[config.mk]
export PLATFORM = sky130hd
export DESIGN_NAME = sdram_rd_seq
export DESIGN_NICKNAME = d
export VERILOG_FILES = /design/src/rtl/sdram_rd_pkg.sv /design/src/rtl/sdram_open_rows.sv /design/src/rtl/sdram_beat_capture.sv /design/src/rtl/sdram_rd_seq.sv
export SDC_FILE = /design/constraint.sdc
export NUM_CORES = 1
export LEC_CHECK = 0
export BUFFER_PORTS_ARGS = -buffer_cell sky130_fd_sc_hd__buf_4
export CAP_MARGIN = 25
export CORE_MARGIN = 10
export CORE_UTILIZATION = 40
export DETAILED_ROUTE_END_ITERATION = 16
export GPL_TIMING_DRIVEN = 0
export HOLD_SLACK_MARGIN = 0.15
export SYNTH_ARGS = -nofsm -noshare
export SYNTH_HDL_FRONTEND = slang
export SYNTH_SLANG_ARGS = --single-unit
[constraint.sdc]
create_clock -name clk -period 3.15 [get_ports clk]
set_clock_uncertainty 0.2 [all_clocks]
set_input_delay 0.1575 -clock clk [delete_from_list [all_inputs] [get_ports clk]]
set_output_delay 0.1575 -clock clk [all_outputs]
set_load 0.005 [all_outputs]
[src/rtl/sdram_rd_pkg.sv]
package sdram_rd_pkg;

  typedef enum logic [2:0] {
    CMD_NOP = 3'd0,
    CMD_ACT = 3'd1,
    CMD_RD  = 3'd2,
    CMD_PRE = 3'd3,
    CMD_BST = 3'd4
  } sdram_cmd_e;

  typedef enum logic [1:0] {
    ST_IDLE,
    ST_TRP,
    ST_TRCD,
    ST_BURST
  } seq_state_e;

  // gap of zero is raised to one cycle
  function automatic logic [3:0] gap_eff(input logic [3:0] g);
    return (g == 4'd0) ? 4'd1 : g;
  endfunction

  // 2.5 is rounded up to 3 whole clocks
  function automatic logic [1:0] cas_clocks(input logic [1:0] sel);
    return (sel == 2'd0) ? 2'd2 : 2'd3;
  endfunction

endpackage

[src/rtl/sdram_open_rows.sv]
module sdram_open_rows #(
  parameter int BANK_W = 2,
  parameter int ROW_W  = 13
) (
  input  logic              clk,
  input  logic              rst_n,
  input  logic [BANK_W-1:0] q_bank,
  input  logic [ROW_W-1:0]  q_row,
  output logic              q_open,
  output logic              q_hit,
  input  logic              wr_en,
  input  logic [BANK_W-1:0] wr_bank,
  input  logic [ROW_W-1:0]  wr_row
);
  localparam int NUM_BANKS = 1 << BANK_W;

  logic [NUM_BANKS-1:0] open_q;
  logic [ROW_W-1:0]     row_q [NUM_BANKS];

  for (genvar g = 0; g < NUM_BANKS; g++) begin : g_bank
    always_ff @(posedge clk) begin
      if (!rst_n) begin
        open_q[g] <= 1'b0;
        row_q[g]  <= '0;
      end else if (wr_en && wr_bank == BANK_W'(g)) begin
        open_q[g] <= 1'b1;
        row_q[g]  <= wr_row;
      end
    end
  end

  assign q_open = open_q[q_bank];
  assign q_hit  = q_open && (row_q[q_bank] == q_row);
endmodule

[src/rtl/sdram_beat_capture.sv]
module sdram_beat_capture #(
  parameter int DATA_W = 16
) (
  input  logic              clk,
  input  logic              rst_n,
  input  logic              in_burst,
  input  logic [3:0]        tick,
  input  logic [1:0]        lat,
  input  logic [2:0]        nm1,
  input  logic [DATA_W-1:0] mem_rdata,
  output logic              burst_done,
  output logic              rd_valid,
  output logic [DATA_W-1:0] rd_data,
  output logic              rd_last
);
  logic [3:0] first_t, last_t;
  logic       in_win;

  assign first_t    = {2'b00, lat};
  assign last_t     = first_t + {1'b0, nm1};
  assign in_win     = in_burst && (tick >= first_t) && (tick <= last_t);
  assign burst_done = in_burst && (tick == last_t);

  always_ff @(posedge clk) begin
    if (!rst_n) begin
      rd_valid <= 1'b0;
      rd_last  <= 1'b0;
      rd_data  <= '0;
    end else begin
      rd_valid <= in_win;
      rd_last  <= burst_done;
      if (in_win) rd_data <= mem_rdata;
    end
  end
endmodule

[src/rtl/sdram_rd_seq.sv]
module sdram_rd_seq
  import sdram_rd_pkg::*;
#(
  parameter int BANK_W = 2,
  parameter int ROW_W  = 13,
  parameter int COL_W  = 10,
  parameter int DATA_W = 16
) (
  input  logic              clk,
  input  logic              rst_n,
  input  logic [3:0]        cfg_trp,
  input  logic [3:0]        cfg_trcd,
  input  logic [1:0]        cfg_cas,
  input  logic              req_valid,
  output logic              req_ready,
  input  logic [BANK_W-1:0] req_bank,
  input  logic [ROW_W-1:0]  req_row,
  input  logic [COL_W-1:0]  req_col,
  input  logic [2:0]        req_len,
  output logic [2:0]        mem_cmd,
  output logic [BANK_W-1:0] mem_bank,
  output logic [ROW_W-1:0]  mem_addr,
  input  logic [DATA_W-1:0] mem_rdata,
  output logic              rd_valid,
  output logic [DATA_W-1:0] rd_data,
  output logic              rd_last
);
  localparam logic [2:0] FULL_M1 = 3'd7;

  seq_state_e        st;
  logic [3:0]        cnt, tick, trcd_q;
  logic [1:0]        lat_q;
  logic [2:0]        nm1_q;
  logic [BANK_W-1:0] bank_q;
  logic [ROW_W-1:0]  row_q;
  logic [COL_W-1:0]  col_q;
  sdram_cmd_e        cmd_q;
  logic [ROW_W-1:0]  addr_q;

  logic              accept, q_open, q_hit, tbl_we, burst_done;
  logic [BANK_W-1:0] tbl_bank;
  logic [ROW_W-1:0]  tbl_row;

  assign req_ready = (st == ST_IDLE);
  assign accept    = req_valid && req_ready;

  sdram_open_rows #(.BANK_W(BANK_W), .ROW_W(ROW_W)) u_rows (
    .clk(clk), .rst_n(rst_n),
    .q_bank(req_bank), .q_row(req_row), .q_open(q_open), .q_hit(q_hit),
    .wr_en(tbl_we), .wr_bank(tbl_bank), .wr_row(tbl_row)
  );

  // the table is written whenever an activate is issued
  always_comb begin
    tbl_we   = 1'b0;
    tbl_bank = bank_q;
    tbl_row  = row_q;
    if (accept && !q_open) begin
      tbl_we   = 1'b1;
      tbl_bank = req_bank;
      tbl_row  = req_row;
    end else if (st == ST_TRP && cnt == 4'd0) begin
      tbl_we = 1'b1;
    end
  end

  sdram_beat_capture #(.DATA_W(DATA_W)) u_cap (
    .clk(clk), .rst_n(rst_n),
    .in_burst(st == ST_BURST), .tick(tick), .lat(lat_q), .nm1(nm1_q),
    .mem_rdata(mem_rdata), .burst_done(burst_done),
    .rd_valid(rd_valid), .rd_data(rd_data), .rd_last(rd_last)
  );

  always_ff @(posedge clk) begin
    if (!rst_n) begin
      st     <= ST_IDLE;
      cnt    <= '0;
      tick   <= '0;
      trcd_q <= 4'd1;
      lat_q  <= 2'd2;
      nm1_q  <= '0;
      bank_q <= '0;
      row_q  <= '0;
      col_q  <= '0;
      cmd_q  <= CMD_NOP;
      addr_q <= '0;
    end else begin
      cmd_q <= CMD_NOP;
      unique case (st)
        ST_IDLE: if (accept) begin
          bank_q <= req_bank;
          row_q  <= req_row;
          col_q  <= req_col;
          nm1_q  <= req_len;
          lat_q  <= cas_clocks(cfg_cas);
          trcd_q <= gap_eff(cfg_trcd);
          if (q_hit) begin
            cmd_q  <= CMD_RD;
            addr_q <= ROW_W'(req_col);
            tick   <= '0;
            st     <= ST_BURST;
          end else if (q_open) begin
            cmd_q  <= CMD_PRE;
            addr_q <= '0;
            cnt    <= gap_eff(cfg_trp) - 4'd1;
            st     <= ST_TRP;
          end else begin
            cmd_q  <= CMD_ACT;
            addr_q <= req_row;
            cnt    <= gap_eff(cfg_trcd) - 4'd1;
            st     <= ST_TRCD;
          end
        end
        ST_TRP: begin
          if (cnt == 4'd0) begin
            cmd_q  <= CMD_ACT;
            addr_q <= row_q;
            cnt    <= trcd_q - 4'd1;
            st     <= ST_TRCD;
          end else begin
            cnt <= cnt - 4'd1;
          end
        end
        ST_TRCD: begin
          if (cnt == 4'd0) begin
            cmd_q  <= CMD_RD;
            addr_q <= ROW_W'(col_q);
            tick   <= '0;
            st     <= ST_BURST;
          end else begin
            cnt <= cnt - 4'd1;
          end
        end
        ST_BURST: begin
          tick <= tick + 4'd1;
          if (tick == {1'b0, nm1_q} && nm1_q != FULL_M1) cmd_q <= CMD_BST;
          if (burst_done) st <= ST_IDLE;
        end
        default: st <= ST_IDLE;
      endcase
    end
  end

  assign mem_cmd  = cmd_q;
  assign mem_bank = bank_q;
  assign mem_addr = addr_q;
endmodule

==> results of run 1 <==
[power groups by stage]
stage | Combinational (mW) | Sequential, mW | Clock (mW)
5_1_grt | 2.84 | 2.29 | 2.03
3_5_place_dp | 2.46 | 2.28 | 0
2_1_floorplan | 1.68 | 2.24 | 0
6_report | 2.58 | 2.25 | 1.92
3_3_place_gp | 2.41 | 2.27 | 0
4_1_cts | 2.54 | 2.25 | 1.94
[metal layers]
| metal | global-route usage | share of wire |
|---|---|---|
| met5 | 0 | 0 |
| met4 | 0.0719 | 0.025 |
| met3 | 0.0425 | 0.046 |
| met2 | 0.318 | 0.50 |
| met1 | 0.232 | 0.42 |
[area by class of cell]
type	instances	area, um2
multi-input combinational	482	3180
sequential	133	3180
inverter	15	56.3
clock buffer	17	425
fill	1431	7290
tap	216	270
clock inverter	15	143
antenna	2	5.00
timing repair buffer	146	1230
buffer	45	208
[critical path: stages, from the launching register on]
cell and delay (ns):
dfxtp_1 0.40, ha_1 0.19, inv_1 0.04, ha_1 0.28, ha_1 0.28, nor2b_1 0.14
o21a_1 0.16, o21a_1 0.19, o21ai_2 0.32, clkbuf_2 0.31, nand3_1 0.12, a21oi_1 0.18
[cell usage after synthesis (12+ instances only)]
cell type and instances:
ha_1 16, xnor2_1 14, mux2i_1 26, nor2_1 72, o21ai_0 38, nand2_1 95
clkbuf_1 28, mux4_2 12, nand3_1 40, inv_1 15, dfxtp_1 81, a21oi_1 56
edfxtp_1 52
[layout by cell type, fill, tap and decap left out, drive strengths merged, types with 3 or more instances in the layout]
cell         Yosys  final
dfxtp           81     81
ha              16     16
nor3            20     20
xor2             6      6
o21ai           42     42
o211ai           7      7
xnor2           15     15
mux4            12     12
dlygate4sd3      0     55
inv             15     22
o31ai            3      3
a221oi          10     10
clkbuf          28     45
mux2i           26     26
nor2            72     72
a21oi           57     57
nand3           40     40
a22oi           11     11
edfxtp          52     52
and2             5      5
clkinv           0      5
o21a             3      3
nand4            6      6
or3              4      4
buf             17    108
nand2           95     95
nor2b            3      3
[state kept, by name, indices dropped and copies added, names as in the netlist]
register and cells:
u_cap.rd_last 1, mem_addr 13, row_q 13, nm1_q 3, lat_q 1, u_rows.open_q 4, st 2, mem_bank 2
trcd_q 4, tick 4, u_cap.rd_valid 1, u_cap.rd_data 16, col_q 10, cnt 4, mem_cmd 3, u_rows.row_q 52
[worst paths after layout]
path / startpoint / endpoint / slack, ns / depth (start not counted)
hold reg to reg: col_q[3] / col_q[3] / 0.26 / 2
setup reg to reg: nm1_q[0] / u_cap.rd_data[15] / 0.26 / 11
setup / recovery: nm1_q[0] / u_cap.rd_data[15] / 0.26 / 11
hold / removal: cfg_trp[1] / cnt[1] / 0.19 / 6
[per-stage QoR]
step | hold WS, ns | cell area [um2] | TNS (ns)
after floorplan | 0.0935 | 6590 | 0
after global placement | 0.206 | 7540 | -1.55
after detailed placement | 0.222 | 7540 | -2.41
after CTS | 0.179 | 8660 | 0
after global routing | 0.236 | 8710 | 0
final | 0.195 | 8710 | 0
[cell families (layout without fill, tap and decap cells)]
kind of cell	Yosys count	count (layout)
fa+ha+maj	16	16
other cells	0	2
xor+xnor	21	21
simple gates	251	251
compound gates	154	154
buf+inv	60	238
flops	133	133
mux	40	40
[timing repair]
action                                  in CTS  in global routing
hold buffers                                54                  1
resized for setup                            4                 13
endpoints found under the setup margin      71                105
gates cloned                                 0                  0
hold endpoints to repair                   118                  1
==> flow_metrics.env, run 1 <==
export IMPL_synthesis_area_um2=6590
export IMPL_vias=5905
export IMPL_setup_violations=0
export IMPL_vias_per_cell=5.51
export IMPL_grt_pass1_wl_mm=32.8
export IMPL_cap_violations=0
export IMPL_yosys_register_bits=133
export IMPL_worstSkewPairLatency_ns=0.43
export IMPL_post_route_util=0.544
export IMPL_wl_mm=20.8
export IMPL_worstPathRequired_ns=3.30
export IMPL_worstPathArrival_ns=3.04
export IMPL_period_share=0.918
export IMPL_nNetsFinal=913
export IMPL_end_kind="flip-flop"
export IMPL_synth_fp_nets=748
export IMPL_swShare=0.385
export IMPL_hpwlAfterDp_mm=14.9
export IMPL_slew_viol_final=0
export IMPL_outcome="finished clean"
export IMPL_slew_headroom=0.337
export IMPL_synth_warnings=0
export IMPL_cp_start_kind="flip-flop"
export IMPL_fin_crit_ns=2.89
export IMPL_path_clk_slew_ns=0.06
export IMPL_synthMuxAreaShare=0.0845
export IMPL_portBuffers=91
export IMPL_numCtsBuffers=17
export IMPL_pwr_share_seq=0.334
export IMPL_pwr_share_clk=0.285
export IMPL_p_total_mw=6.75
export IMPL_cts_root_buffer="clkbuf_16"
export IMPL_finalNonFillerCells=1071
export IMPL_yosysTopAreaCell="dfxtp_1"
export IMPL_place_ws_ns=-0.152
export IMPL_critical_path_class="reg2reg"
export IMPL_worst_pin_slew_ns=0.987
export IMPL_dp_cells=982
export IMPL_drtIter0Drc=505
export IMPL_first_pass_iters=7
export IMPL_synth_top_family_by_area="simple AND/OR/NAND/NOR gates"
export IMPL_synth_enable_flop_cells=52
export IMPL_postRouteAntennaNets=0
export IMPL_power_density_nw_per_um2=776
export IMPL_grt_util_all_layers=0.190
export IMPL_die_w_um=148
export IMPL_wl_per_cell_um=19.5
export IMPL_overflow=0
export IMPL_h_tree_depth=4
export IMPL_synth_area_per_cell_um2=9.76
export IMPL_yosys_area_share_simple=0.175
export IMPL_coreArea_um2=16000
export IMPL_start_util=0.412
export IMPL_layout_area_overhead_vs_synth_pct=32.1
export IMPL_ctsLongestPathBuffers=2
export IMPL_drive_above_1_share=0.223
export IMPL_grt_max_degree=17
export IMPL_ys_top_cells_by_area="dfxtp_1 (25%), edfxtp_1 (24%), nand2_1 (5.4%), a21oi_1 (4.3%), nor2_1 (4.1%)"
export IMPL_hold_violations=0
export IMPL_post_cts_buffers=0
export IMPL_path_max_fanout=10
export IMPL_peakVddDrop_mv=0.451
export IMPL_rows=46
export IMPL_syn_inst=675
export IMPL_synth_distinct_cells=59
export IMPL_hp_class="in2reg"
export IMPL_place_gp_congestion=0.858
export IMPL_rsz0062_at_grt="no"
export IMPL_synth_top_area_frac=0.246
export IMPL_yosys_most_used_dff="dfxtp_1"
export IMPL_die_area_um2=22000
export IMPL_combPwrFrac=0.382
export IMPL_leakage_nw=3.28
export IMPL_cts_tree="done"
export IMPL_die_h_um=148
export IMPL_seq_area_frac_synth=0.483
export IMPL_drc=0
export IMPL_layout_setup_ws_ns=0.259
export IMPL_cts_sinks=133
export IMPL_synthAdderAreaFrac=0.0304
export IMPL_synth_xor_area_frac=0.0290
export IMPL_synth_compound_area_frac=0.159
export IMPL_internal_power_mw=4.16
export IMPL_postSynth_asyncResetShare=0
export IMPL_pin_count=94
export IMPL_max_freq_mhz=346
export IMPL_p_sw_mw=2.60
export IMPL_grt_antenna_before_repair=2
export IMPL_grt_pass1_vias=5945
Note: power is estimated with default switching activity, not from simulation.
==> inputs of run 2 (changes only) <==
Settings changed: SYNTH_HIERARCHICAL from default to 1.
==> flow_metrics.env, run 2 <==
export IMPL_cap_violations=0
export IMPL_h_tree_depth=4
export IMPL_p_total_mw=6.65
export IMPL_final_common_cell="nand2_1"
export IMPL_ctsLongestPathBuffers=2
export IMPL_coreArea_um2=17100
export IMPL_vias=5935
export IMPL_fin_crit_ns=3.06
export IMPL_yosys_register_bits=133
export IMPL_path_clk_slew_ns=0.06
export IMPL_hp_class="in2reg"
export IMPL_slew_headroom=0.580
export IMPL_postRouteAntennaNets=0
export IMPL_finalNonFillerCells=1125
export IMPL_peakVddDrop_mv=0.600
export IMPL_cpMaxStageDelayCell="mux2_2"
export IMPL_worstPathArrival_ns=2.93
export IMPL_grt_pass1_wl_mm=32.6
export IMPL_worstPathRequired_ns=3.02
export IMPL_start_util=0.404
export IMPL_fin_area_um2=9360
export IMPL_seq_area_frac_synth=0.460
export IMPL_postSynth_asyncResetShare=0
export IMPL_place_gp_congestion=0.861
export IMPL_vias_per_cell=5.28
export IMPL_synth_distinct_cells=66
export IMPL_overflow=0
export IMPL_setup_violations=0
export IMPL_wl_per_cell_um=18.3
export IMPL_holdPathStages=6
export IMPL_die_area_um2=22900
export IMPL_whs_ns=0.218
export IMPL_portBuffers=93
export IMPL_antenna_diode_count=0
export IMPL_power_density_nw_per_um2=711
export IMPL_wl_mm=20.6
export IMPL_worst_pin_slew_ns=0.630
export IMPL_grt_pass1_vias=6130
export IMPL_synth_common_cells="nand2_1 (133), dfxtp_1 (81), and2_1 (58)"
export IMPL_drc=0
export IMPL_grt_util_all_layers=0.181
export IMPL_leakage_nw=3.81
export IMPL_first_pass_iters=5
export IMPL_cp_common_cell="buf_2"
export IMPL_cts_tree="done"
export IMPL_max_stage_delay_ns=0.47
export IMPL_synth_area_per_cell_um2=9.96
export IMPL_synthesis_area_um2=6920
export IMPL_nNetsFinal=965
export IMPL_top_regs="u_rows/row_q (52), u_cap/rd_data (16)"
export IMPL_hpwlAfterDp_mm=14.9
export IMPL_hold_violations=0
export IMPL_reg2reg_from="st[0]"
export IMPL_path_max_fanout=13
export IMPL_rsz0062_at_grt="yes"
export IMPL_yosysTopAreaCell="dfxtp_1"
export IMPL_period_share=0.970
export IMPL_slew_viol_final=0
export IMPL_worst_path_dominant_cell_family="simple AND/OR/NAND/NOR gates"
export IMPL_pin_count=94
export IMPL_grt_antenna_before_repair=0
export IMPL_dpl_cell_area_um2=7900
export IMPL_cts_root_buffer="clkbuf_16"
export IMPL_min_to="cnt[1]"
export IMPL_rr_worst_depth=9
export IMPL_critPathBufInv=3
export IMPL_fin_tns_setup_ns=0
export IMPL_die_h_um=151
export IMPL_worstPathCellList="inv_1, ha_2, and2_1, buf_2, nand2b_1, buf_2, mux2_2, nand3b_1, nand2_2"
export IMPL_syn_inst=694
export IMPL_yosys_most_used_dff="dfxtp_1"
export IMPL_critical_path_class="reg2reg"
export IMPL_dp_cells=1014
export IMPL_n_fill_cell=1469
export IMPL_regToRegSetupSlack_ns=0.09
export IMPL_grt_max_degree=17
export IMPL_largest_register_ffs=52
export IMPL_ys_top_cells_by_area="dfxtp_1 (23%), edfxtp_1 (23%), nand2_1 (7.2%), and2_1 (5.2%), mux2i_1 (4.5%)"
export IMPL_numCtsBuffers=17
export IMPL_synth_warnings=6
export IMPL_worstSkewPairLatency_ns=0.43
export IMPL_largest_register="u_rows/row_q"
export IMPL_layout_area_overhead_vs_synth_pct=35.3
export IMPL_r2r_end="u_rows/row_q[1][8]"
export IMPL_end_kind="flip-flop"
export IMPL_hold_start="cfg_trp[1]"
export IMPL_final_cell_mix="nand2_1 (127), buf_4 (102), dfxtp_1 (81), dlygate4sd3_1 (74), and2_1 (58)"
export IMPL_max_freq_mhz=327
export IMPL_die_w_um=151
export IMPL_outcome="finished clean"
export IMPL_drive_above_1_share=0.202
export IMPL_synth_top_area_frac=0.234
export IMPL_cts_sinks=133
export IMPL_drtIter0Drc=468
export IMPL_synth_enable_flop_cells=52
export IMPL_yosysMostFrequentCell="nand2_1"
export IMPL_rows=48
export IMPL_cp_start_kind="flip-flop"
## run 2: final cells by class
type | instances | area, um2 | area share
tap | 225 | 282 | 0.0301
sequential | 133 | 3180 | 0.340
clock buffer | 25 | 518 | 0.0553
clock inverter | 7 | 67.6 | 0.00722
buffer | 46 | 249 | 0.0266
timing repair buffer | 172 | 1480 | 0.158
multi-input combinational | 501 | 3520 | 0.376
inverter | 16 | 60.1 | 0.00642
## run 2: cells by family (layout without fill, tap and decap cells)
logic type,count (synthesis),count (layout),share of synthesized area
xor+xnor,17,17,0.0215
fa+ha+maj,21,21,0.0391
mux,55,55,0.0997
simple gates,278,278,0.203
flops,133,133,0.460
compound gates,127,127,0.134
other cells,1,3,0.000542
buf+inv,62,266,0.0413
## run 2: worst max-delay path by stage
stage,from,to,slack (ns),cells past startpoint
3_3_place_gp,req_bank[0],u_rows/row_q[1][7],-0.91,12
4_1_cts,u_rows/row_q[1][6],tick[3],0.01,11
5_1_grt,u_rows/row_q[0][6],tick[1],-0.02,11
2_1_floorplan,req_bank[0],u_rows/row_q[1][10],0.33,11
6_report,st[0],u_rows/row_q[1][8],0.09,9
3_5_place_dp,req_bank[0],u_rows/row_q[1][7],-0.94,12
## run 2: per-layer routing
layer / up-vias / global-route usage / routed length (um)
met2: 216 / 0.306 / 10000
li1: 2831 / - / -
met4: 0 / 0.0630 / 483
met1: 2852 / 0.215 / 8550
met5: - / 0 / 0
met3: 36 / 0.0505 / 1590
## run 2: worst register-to-register path, stage by stage, from the launching register on
cell and delay (ns):
dfxtp_1 0.42, inv_1 0.12, ha_2 0.26, and2_1 0.17, buf_2 0.19, nand2b_1 0.09
buf_2 0.22, mux2_2 0.48, nand3b_1 0.22, nand2_2 0.36
## run 2: report_power, final
part / leakage, nW / switching [mW] / internal (mW)
sequential: 1.21 / 0.181 / 2.10
combinational: 2.32 / 1.41 / 1.00
clock: 0.288 / 0.734 / 1.22
## run 2: stage by stage
step / setup slack, ns / util
finish: 0.0934 / 0.547
global route: -0.0199 / 0.547
CTS: 0.0103 / 0.544
detailed placement: -0.943 / 0.462
global placement: -0.908 / 0.462
floorplan: 0.334 / -
## run 2: timing repair
action | 4_1_cts | 5_1_grt
pin swaps | 2 | 6
hold buffers | 74 | 0
setup endpoints to repair | 124 | 86
resized for setup | 23 | 9
setup buffers | 1 | 4
hold endpoints to repair | 119 | 0
==> inputs of run 3 (changes only) <==
Clock period 3.15 ns to 3.02 ns, I/O delays scaled along.
==> flow_metrics.env, run 3 (synthesis results as in run 2) <==
export IMPL_drtIter0Drc=442
export IMPL_final_common_cell="nand2_1"
export IMPL_wl_per_cell_um=18.5
export IMPL_largest_register_ffs=52
export IMPL_cts_sinks=133
export IMPL_rows=48
export IMPL_n_fill_cell=1464
export IMPL_vias=5951
export IMPL_largest_register="u_rows/row_q"
export IMPL_cts_tree="done"
export IMPL_hold_start="cfg_trp[1]"
export IMPL_start_util=0.404
export IMPL_whs_ns=0.203
export IMPL_postRouteAntennaNets=0
export IMPL_place_gp_congestion=0.861
export IMPL_worst_pin_slew_ns=0.807
export IMPL_vias_per_cell=5.27
export IMPL_grt_pass1_vias=6170
export IMPL_end_kind="flip-flop"
export IMPL_grt_util_all_layers=0.182
export IMPL_peakVddDrop_mv=0.622
export IMPL_overflow=0
export IMPL_path_max_fanout=6
export IMPL_reg2reg_from="u_rows/row_q[1][11]"
export IMPL_wl_mm=20.9
export IMPL_grt_antenna_before_repair=0
export IMPL_holdPathStages=5
export IMPL_leakage_nw=3.86
export IMPL_coreArea_um2=17100
export IMPL_pin_count=94
export IMPL_grt_pass1_wl_mm=32.9
export IMPL_layout_area_overhead_vs_synth_pct=36.8
export IMPL_hp_class="in2reg"
export IMPL_period_share=1.01
export IMPL_drc=0
export IMPL_worstSkewPairLatency_ns=0.42
export IMPL_critical_path_class="reg2reg"
export IMPL_ctsLongestPathBuffers=2
export IMPL_top_regs="u_rows/row_q (52), u_cap/rd_data (16)"
export IMPL_layout_setup_ws_ns=-0.0370
export IMPL_cts_root_buffer="clkbuf_16"
export IMPL_drive_above_1_share=0.211
export IMPL_power_density_nw_per_um2=736
export IMPL_slew_viol_final=0
export IMPL_nNetsFinal=970
export IMPL_place_ws_ns=-1.07
export IMPL_antenna_diode_count=0
export IMPL_crit_start="u_rows/row_q[1][11]"
export IMPL_die_w_um=151
export IMPL_rsz0062_at_grt="yes"
export IMPL_outcome="finished with violations"
export IMPL_portBuffers=93
export IMPL_rr_worst_depth=11
export IMPL_fin_crit_ns=3.06
export IMPL_h_tree_depth=4
export IMPL_cp_start_kind="flip-flop"
export IMPL_path_clk_slew_ns=0.06
export IMPL_worstPathRequired_ns=3.19
export IMPL_slew_headroom=0.462
export IMPL_die_area_um2=22900
export IMPL_first_pass_iters=5
export IMPL_max_freq_mhz=327
export IMPL_worstPathArrival_ns=3.22
export IMPL_hpwlAfterDp_mm=14.9
export IMPL_setup_violations=2
export IMPL_final_cell_mix="nand2_1 (126), buf_4 (103), dfxtp_1 (81), dlygate4sd3_1 (74), and2_1 (58)"
export IMPL_hold_violations=0
export IMPL_numCtsBuffers=17
export IMPL_grt_max_degree=17
export IMPL_cap_violations=0
export IMPL_die_h_um=151
export IMPL_violations="setup timing"
[run 3: final cells by class]
class | count | area, um2 | share of cell area
buffer | 46 | 265 | 0.0280
clock buffer | 25 | 518 | 0.0547
clock inverter | 7 | 67.6 | 0.00714
inverter | 16 | 60.1 | 0.00635
multi-input combinational | 502 | 3560 | 0.376
sequential | 133 | 3180 | 0.336
tap | 225 | 282 | 0.0298
timing repair buffer | 176 | 1530 | 0.161
[run 3: metal layers]
layer,GRT usage,wire [um],up-vias
met3,0.0487,1530,34
met1,0.218,8620,2874
met5,0,0,-
met2,0.311,10300,201
met4,0.0577,422,0
li1,-,-,2842
[run 3: stage by stage]
step	power, mW	TNS [ns]	area, um2	instances	util
after floorplan	3.89	0	6920	696	-
after CTS	6.92	-0.0637	9350	1123	0.546
after detailed placement	4.72	-78.09	7900	1014	0.462
after global placement	4.66	-74.50	7900	1014	0.462
final	6.97	-0.0640	9460	1130	0.553
after global routing	7.36	-1.77	9460	1130	0.553
[run 3: critical path, stage by stage (launching register included)]
cell      delay [ns]
edfxtp_1        0.37
mux4_2          0.49
xor2_1          0.17
nor4_2          0.35
nand4_1         0.18
nor4_2          0.19
clkbuf_8        0.21
nand2_4         0.06
a221oi_4        0.37
nand2_2         0.12
nor3_2          0.16
o21a_1          0.13
[run 3: timing repair]
item / 4_1_cts / 5_1_grt
endpoints found under the setup margin: 129 / 62
endpoints found under the hold margin: 123 / 0
gates cloned: 0 / 2
pin swaps: 5 / 8
hold buffers: 74 / 0
gates resized for setup: 34 / 13
buffers inserted: 3 / 5
[run 3: power breakdown]
group	leakage (nW)	total (mW)	internal (mW)	switching (mW)
Clock	0.288	2.04	1.27	0.767
Sequential	1.21	2.38	2.19	0.187
Combinational	2.37	2.54	1.06	1.48
[run 3: worst paths after layout]
path / endpoint / slack (ns)
worst max-delay path: tick[3] / -0.04
worst min-delay path: cnt[3] / 0.20
worst max register to register: tick[3] / -0.04
worst min register to register: u_rows/open_q[2] / 0.25
